[config.mk]
export PLATFORM = sky130hd
export DESIGN_NAME = dl_engine
export DESIGN_NICKNAME = d
export VERILOG_FILES = /design/src/rtl/dl_engine.sv
export SDC_FILE = /design/constraint.sdc
export NUM_CORES = 1
export LEC_CHECK = 0
export BUFFER_PORTS_ARGS = -buffer_cell sky130_fd_sc_hd__buf_2
export CAP_MARGIN = 20
export CORE_UTILIZATION = 40
export CTS_CLUSTER_DIAMETER = 30
export DETAILED_ROUTE_END_ITERATION = 12
export HOLD_SLACK_MARGIN = 0.05
export PLACE_DENSITY = 0.64
export SYNTH_ARGS = -nofsm -noshare
export SYNTH_HDL_FRONTEND = slang
export SYNTH_SLANG_ARGS = --single-unit
[constraint.sdc]
create_clock -name clk -period 6.2 [get_ports clk]
set_clock_uncertainty 0.15 [all_clocks]
set_input_delay 0.31 -clock clk [delete_from_list [all_inputs] [get_ports clk]]
set_output_delay 0.31 -clock clk [all_outputs]
set_load 0.02 [all_outputs]
[src/rtl/dl_engine.sv]
module dl_engine #(
  parameter int AW         = 10,
  parameter int IMEM_WORDS = 256,
  parameter int DMEM_WORDS = 128,
  parameter int NREGS      = 4,
  parameter int CTX_MAX    = 11,
  parameter int CW         = 8,
  localparam int IAW = $clog2(IMEM_WORDS),
  localparam int DAW = $clog2(DMEM_WORDS),
  localparam int RW  = $clog2(NREGS)
) (
  input  logic           clk,
  input  logic           rst_n,
  input  logic           start,
  input  logic           tgt_stopped,
  output logic           done,
  output logic [1:0]     status,
  output logic [AW-1:0]  img_addr,
  input  logic [31:0]    img_rdata,
  output logic           im_we,
  output logic [IAW-1:0] im_addr,
  output logic [31:0]    im_wdata,
  input  logic           im_nak,
  output logic           dm_we,
  output logic [DAW-1:0] dm_addr,
  output logic [31:0]    dm_wdata,
  input  logic           dm_nak,
  output logic           cx_we,
  output logic [3:0]     cx_num,
  output logic [RW-1:0]  cx_reg,
  output logic [31:0]    cx_wdata,
  input  logic           cx_nak,
  output logic [CW-1:0]  cnt_ins,
  output logic [CW-1:0]  cnt_dat,
  output logic [CW-1:0]  cnt_st,
  output logic [CW-1:0]  cnt_uerr,
  output logic [CW-1:0]  cnt_terr
);

  typedef enum logic [3:0] {
    S_IDLE, S_MT, S_MO, S_HA, S_HN, S_MW, S_SZ, S_SA, S_SV
  } st_t;

  st_t         st;
  logic [AW-1:0] mptr, bptr;
  logic        is_dat, is_st, is_bad;
  logic [31:0] taddr, left;
  logic [3:0]  cnum;
  logic [3:0]  creg;
  logic        idle;

  wire [3:0]  f_reg = img_rdata[3:0];
  wire [3:0]  f_num = img_rdata[7:4];
  wire        ctx_bad = (32'(f_reg) >= NREGS) || (32'(f_num) > CTX_MAX) ||
                        (f_num == 4'd0 && f_reg == 4'd0);
  wire [32:0] blk_end = {1'b0, taddr} + {1'b0, img_rdata};
  wire [32:0] mem_sz  = is_dat ? 33'(DMEM_WORDS) : 33'(IMEM_WORDS);
  wire        mw_nak  = is_dat ? dm_nak : im_nak;

  assign idle = (st == S_IDLE);

  assign img_addr = (st == S_MT) ? mptr :
                    (st == S_MO) ? mptr + AW'(1) : bptr;

  assign im_we    = (st == S_MW) && !is_dat;
  assign im_addr  = taddr[IAW-1:0];
  assign im_wdata = img_rdata;
  assign dm_we    = (st == S_MW) && is_dat;
  assign dm_addr  = taddr[DAW-1:0];
  assign dm_wdata = img_rdata;
  assign cx_we    = (st == S_SV);
  assign cx_num   = cnum;
  assign cx_reg   = creg[RW-1:0];
  assign cx_wdata = img_rdata;

  logic f_ns, f_end, f_u, f_t, blk_ok;

  always_comb begin
    f_ns   = 1'b0;
    f_end  = 1'b0;
    f_u    = 1'b0;
    f_t    = 1'b0;
    blk_ok = 1'b0;
    case (st)
      S_IDLE: f_ns = start && !tgt_stopped;
      S_MT:   f_end = (img_rdata == 32'hF);
      S_MO:   f_u = is_bad;
      S_HN: begin
        f_u    = blk_end > mem_sz;
        blk_ok = !f_u && (img_rdata == 32'd0);
      end
      S_MW: begin
        f_t    = mw_nak;
        blk_ok = !mw_nak && (left == 32'd1);
      end
      S_SZ:   blk_ok = (img_rdata[31:1] == 31'd0);
      S_SA:   f_u = ctx_bad;
      S_SV: begin
        f_t    = cx_nak;
        blk_ok = !cx_nak && (left == 32'd1);
      end
      default: ;
    endcase
  end

  always_ff @(posedge clk or negedge rst_n) begin
    if (!rst_n) begin
      st     <= S_IDLE;
      mptr   <= '0;
      bptr   <= '0;
      is_dat <= 1'b0;
      is_st  <= 1'b0;
      is_bad <= 1'b0;
      taddr  <= '0;
      left   <= '0;
      cnum   <= '0;
      creg   <= '0;
    end else if (f_u || f_t || f_end) begin
      st <= S_IDLE;
    end else if (blk_ok) begin
      st <= S_MT;
    end else begin
      case (st)
        S_IDLE: if (start && tgt_stopped) begin
          mptr <= '0;
          st   <= S_MT;
        end
        S_MT: begin
          is_dat <= (img_rdata == 32'd1);
          is_st  <= (img_rdata == 32'd2);
          is_bad <= (img_rdata > 32'd2);
          st     <= S_MO;
        end
        S_MO: begin
          bptr <= img_rdata[AW-1:0];
          mptr <= mptr + AW'(2);
          st   <= is_st ? S_SZ : S_HA;
        end
        S_HA: begin
          taddr <= img_rdata;
          bptr  <= bptr + AW'(1);
          st    <= S_HN;
        end
        S_HN: begin
          left <= img_rdata;
          bptr <= bptr + AW'(1);
          st   <= S_MW;
        end
        S_MW: begin
          taddr <= taddr + 32'd1;
          bptr  <= bptr + AW'(1);
          left  <= left - 32'd1;
        end
        S_SZ: begin
          left <= {1'b0, img_rdata[31:1]};
          bptr <= bptr + AW'(1);
          st   <= S_SA;
        end
        S_SA: begin
          cnum <= f_num;
          creg <= f_reg;
          bptr <= bptr + AW'(1);
          st   <= S_SV;
        end
        S_SV: begin
          bptr <= bptr + AW'(1);
          left <= left - 32'd1;
          st   <= S_SA;
        end
        default: st <= S_IDLE;
      endcase
    end
  end

  always_ff @(posedge clk or negedge rst_n) begin
    if (!rst_n) begin
      done     <= 1'b0;
      status   <= 2'd0;
      cnt_ins  <= '0;
      cnt_dat  <= '0;
      cnt_st   <= '0;
      cnt_uerr <= '0;
      cnt_terr <= '0;
    end else begin
      done <= f_ns || f_end || f_u || f_t;
      if (f_ns)       status <= 2'd1;
      else if (f_u)   status <= 2'd2;
      else if (f_t)   status <= 2'd3;
      else if (f_end) status <= 2'd0;
      if (f_u) cnt_uerr <= cnt_uerr + 1'b1;
      if (f_t) cnt_terr <= cnt_terr + 1'b1;
      if (blk_ok) begin
        if (is_st)       cnt_st  <= cnt_st + 1'b1;
        else if (is_dat) cnt_dat <= cnt_dat + 1'b1;
        else             cnt_ins <= cnt_ins + 1'b1;
      end
    end
  end

endmodule

---- Yosys cells after proc, flatten, opt, wreduce, memory -nomap -nowiden ----
Index checks and enable logic that the tools add are counted.
storage, ports and cells
  flip-flop bits (word level) ............. 140
  input port bits ......................... 39
  logic and storage cells ................. 117
  output and inout port bits .............. 173
cells by class
  order comparisons ....................... 4
  bitwise logic cells ..................... 4
  muxes and demuxes ....................... 23
  eq/ne operators ......................... 15
  add/subtract/negate cells ............... 11
  reductions and logical operators ........ 43
operator list
  cell                     number
  $pmux W32 S3             1
  $eq A32 B1 Y1 const B    2
  $pmux W32 S2             1
  $add A8 B1 Y8 const B    5
  $pmux W10 S2             2
  $add A32 B32 Y33         1
  $gt A33 B9 Y1            1
  $add A32 B1 Y32 const B  1
  $eq A32 B2 Y1 const B    1
  $eq A32 B4 Y1 const B    1
  $gt A32 B2 Y1 const B    1
  $logic_not A32 Y1        1
  $pmux W4 S8              1
  $sub A32 B1 Y32 const B  1
  $logic_not A31 Y1        1
  $mux W10                 3
  $reduce_and A3 Y1        7
  $add A10 B1 Y10 const B  2
  $eq A4 B3 Y1 const B     4
  $logic_not A4 Y1         3
  $mux W4                  3
  $add A10 B2 Y10 const B  1
  $mux W9                  1
  $eq A4 B2 Y1 const B     2
  24 further kinds         53

---- Depth between registers and ports, before layout ----
  word-level depth ........................ 8
  depth in mapped cells ................... 18
  mapped depth without buffers ............ 16

---- Worst setup path before layout ----
OpenSTA, ideal clock, no wires.
  kind .................................... register to register
  start ................................... register taddr[3]
  end ..................................... register left[8]
  required time ........................... 5.923 ns
  setup slack ............................. 1.953 ns
  library setup time ...................... 0.127 ns
  buffers on the path ..................... 2
  clock period less this slack ............ 4.247 ns
  cell stages (with the launch flop) ...... 19
  arrival time ............................ 3.969 ns
  path through ............................ dfrtp_1 > ha_1 > a21o_1 > a21oi_1 > nand2_1 > a31oi_1 > xor2_1 > ha_1 > nand4_1 > nor3_1 > a31oi_1 > a2111oi_0 > nand4_1 > nor4_4 > a31oi_1 > or2_1 > buf_2 > buf_6 > mux2_1
between the ends
  cells in the longest elaborated chain, start to end .. 7
  elaborated cells between the ends (all ways) .. 11
  classes of those cells .................. add/sub: 1; order compare: 1; mux: 2; bitwise: 2; reduce/logical: 5
RTL lines
  element                                                    line     text
  start: declaration                                         47       logic [31:0] taddr, left;
  start signal: assignment                                   140      taddr <= img_rdata;
  start signal: assignment                                   150      taddr <= taddr + 32'd1;
  $add A32 B32 Y33 (*)                                       56       wire [32:0] blk_end = {1'b0, taddr} + {1'b0, img_rdata};
  $gt A33 B9 Y1 (*)                                          89       f_u = blk_end > mem_sz;
  $logic_not A1 Y1 or $pmux W1 S3 (tied branches)            90, 84
  $logic_and A1 B1 Y1 or $logic_or A1 B1 Y1 (tied branches)  90, 118
  $pmux W1 S4 or $logic_or A1 B1 Y1 (tied branches)          84, 118
  $not A1 Y1 (no source line)                                n/a
  $reduce_and A3 Y1 (no source line) (*)                     n/a
  end signal: assignment                                     145      left <= img_rdata;
  end signal: assignment                                     152      left <= left - 32'd1;
  end signal: assignment                                     155      left <= {1'b0, img_rdata[31:1]};
  end: declaration                                           47
Every way passes the cells marked *; elsewhere a longest branch is shown, timed or not.
A chain may end at the register's enable or synchronous reset.

---- Worst setup path after layout ----
  start ................................... register taddr[3]
  end ..................................... register left[30]
Same word-level chain as after synthesis.

==> out/metrics.cfg <==
[power]
share_comb_of_total_power_pct = 52.9
clockPowerShare_pct = 18.8
internal-power_uw = 2990
sw_frac_of_total_pct = 47.6
power_density_mw_per_mm2 = 469
power.switching_uw = 2710
seqPwrFrac_pct = 28.3
peakVddDrop_mv = 0.270
p_leak_uw = 0.00544

[yosys]
ys_warn_count = 0
syn_nets = 1441
synth_area_mm2 = 0.0110
yosysSeqAreaShare_pct = 31.6
synth.distinct_cells = 78
synth_edf_count = 0
synthCells = 1357
synthArstFlopShare_pct = 100
ys.flop_type = dfrtp_1
synth.ff_latch_count = 139
syn_avg_cell_area_um2 = 8.11

[detailed_routing]
avgViaCountPerCell = 6.03
wl_per_cell_um = 19.2
first_pass_iters = 5
wl_um = 34200
drt_iter0_markers = 982
drc_errors = 0
drtAntennaViolNets = 0
vias = 10700

[sta]
slew_headroom_pct = 31.3
finalSetupViolCount = 0
period_needed_ps = 5030
finalMaxSlewViolations = 0
worst_pin_slew_ps = 1020
fmax_mhz = 199
period_share_pct = 81.1
rsz0062_at_grt = no
fin_ws_ps = 1170
fin_setup_tns_ps = 0
finalHoldViolations = 0

[critical_path]
end_kind = flip-flop
r2r-end = left[30]
rr_startpoint = taddr[3]
critical_path_arrival_ps = 5210
r2r_cells = 17
start_kind = flip-flop
reg2reg_slack_ps = 1170
worstSetupPathType = flip-flop to flip-flop
worstPathRequired_ps = 6380
cp_max_fo = 23

[job]
maxCapViolations = 0

[die]
core_area_mm2 = 0.0270
initial_utilization_pct = 40.8
die_h_um = 168
design.die.area_mm2 = 0.0282
io_pins = 212
dieWidth_um = 168
std_cell_rows = 60

[finish]
nNetsFinal = 1512
synthToLayoutAreaGrowth_pct = 10.4
seqCellArea_mm2 = 0.00348
nFillCells = 2683
num_antenna_cells = 0
drive_gt1_share_pct = 21.0
multi_input_area_mm2 = 0.00637

[clocking]
numCtsBuffers = 17
clkLatencyLatePin_ps = 430
cts_buffer_depth = 2
cts_root_buffer = clkbuf_16
clk_pin_slew_ps = 70
clock_sinks = 139
h-tree-depth = 4
cts_tree = yes

[global_routing]
track_usage_pct = 24.3
antenna_found_initial = 0
grt_pass1_vias = 9822
grt_pass1_wl_um = 54200
grt_max_degree = 92
grt_overflow = 0

[min_path]
min_path_cells = 3
hp-class = input port to flip-flop
hold_path_startpoint = start
hold_end = done

[placed_design]
post-dp-hpwl_um = 24400
port_buffers = 211
place_congestion = 0.893
dpl_worst_slack_ps = 1080

[outcome]
status = complete, no violations

## metrics by stage
| stage | utilization (%) | power [µW] | hold slack [ps] | area, µm² | std cells |
|---|---|---|---|---|---|
| after floorplan | - | 3860 | -136 | 11000 | 1357 |
| after global placement | 42.8 | 4550 | 305 | 11500 | 1749 |
| after detailed placement | 42.8 | 4590 | 301 | 11500 | 1749 |
| after CTS | 45.1 | 5680 | 82.0 | 12200 | 1782 |
| after global routing | 45.1 | 6140 | 104 | 12200 | 1782 |
| final | 45.1 | 5700 | 85.9 | 12200 | 1782 |
## flip-flops by register name, indices dropped and copies added, names as in the netlist, 9 cells and up
name,flops
left,32
taddr,32
bptr,10
mptr,9
## critical path, cell delays in order (launching register included)
cell	delay (ps)
dfrtp_1	450
ha_1	380
a21o_1	200
a21oi_1	260
nand2_1	130
a31oi_1	220
xor2_1	90
ha_1	280
nand4_1	70
nor3_1	220
a31oi_1	130
a2111oi_0	360
nand4_1	200
nor4_4	520
a31oi_2	160
or2_1	560
buf_4	320
o21ai_0	190
## cell type report
| cell class | count | area share, % |
|---|---|---|
| multi-input cells | 1021 | 52.4 |
| flip-flops and latches | 139 | 28.6 |
| repair buffers | 229 | 9.87 |
| clock buffers | 18 | 3.61 |
| well taps | 341 | 3.51 |
| clock inverters | 14 | 1.40 |
| inverters | 20 | 0.618 |
## power groups by stage
stage	combinational [µW]	sequential [µW]	clock, µW
3_5_place_dp	2980	1610	0
6_report	3010	1610	1070
3_3_place_gp	2940	1600	0
5_1_grt	3340	1660	1130
4_1_cts	2990	1600	1090
2_1_floorplan	2310	1550	0
## layer usage
layer | up-vias | wire, µm | track usage [%] | part of all wire (%)
li1 | 5034 | - | - | -
met1 | 5172 | 15600 | 34.0 | 46
met2 | 484 | 14900 | 37.1 | 44
met3 | 50 | 2790 | 5.17 | 8.2
met4 | 0 | 869 | 7.90 | 2.5
met5 | - | 0 | 0 | 0
## cell usage in the layout (no fill, tap or decap), types with 6 or more instances in the layout
master	instances
nand2_1	120
buf_2	210
xor2_1	28
o21ai_1	8
a22o_1	8
buf_4	17
a222oi_1	10
a21oi_1	104
a211oi_1	10
nor2_1	117
or3_1	9
nor3_1	49
a2bb2oi_1	15
nand2b_1	13
inv_6	6
inv_1	19
and3_1	17
a22oi_1	6
o211ai_1	7
a221oi_1	17
a31oi_1	7
o22ai_1	16
nor3b_1	8
nand3_1	60
mux2_2	24
xnor2_1	31
o21a_1	13
and4_1	7
ha_1	44
a21o_1	16
nand4_1	22
nor4_1	15
mux2i_1	6
clkbuf_16	17
dfrtp_1	139
o31ai_1	18
o21ai_0	125
## worst max path at each step
stage,startpoint,to,slack (ps),cells past startpoint
2_1_floorplan,taddr[3],left[8],1950,18
3_3_place_gp,img_rdata[3],left[19],1250,18
3_5_place_dp,img_rdata[3],left[18],1080,18
4_1_cts,taddr[3],left[30],1190,17
5_1_grt,taddr[3],left[20],650,17
6_report,taddr[3],left[30],1170,17
## cell families after synthesis
group	Yosys count	share of synthesized area (%)
fa+ha+maj	45	5.18
mux	31	3.10
buf+inv	197	10.7
xor+xnor	59	4.69
flops	139	31.6
compound gates	410	23.5
simple gates	476	21.2
## repair_timing
item,CTS,global route
buffers inserted,0,0
hold endpoints to repair,90,0
hold buffers,1,0
resized for setup,0,0
## synthesized netlist by cell type (all sizes together) (25+ instances only)
cell type | instances | share of area [%]
ha | 44 | 5.0
nand2 | 121 | 4.1
o21ai | 133 | 6.0
xor2 | 28 | 2.2
dfrtp | 139 | 32
buf | 126 | 8.3
xnor2 | 31 | 2.5
mux2 | 25 | 2.6
a21oi | 105 | 4.8
clkbuf | 51 | 1.7
nor2 | 120 | 4.2
nor3 | 50 | 2.3
nand3 | 60 | 2.7
(Power assumes the default switching activity.)
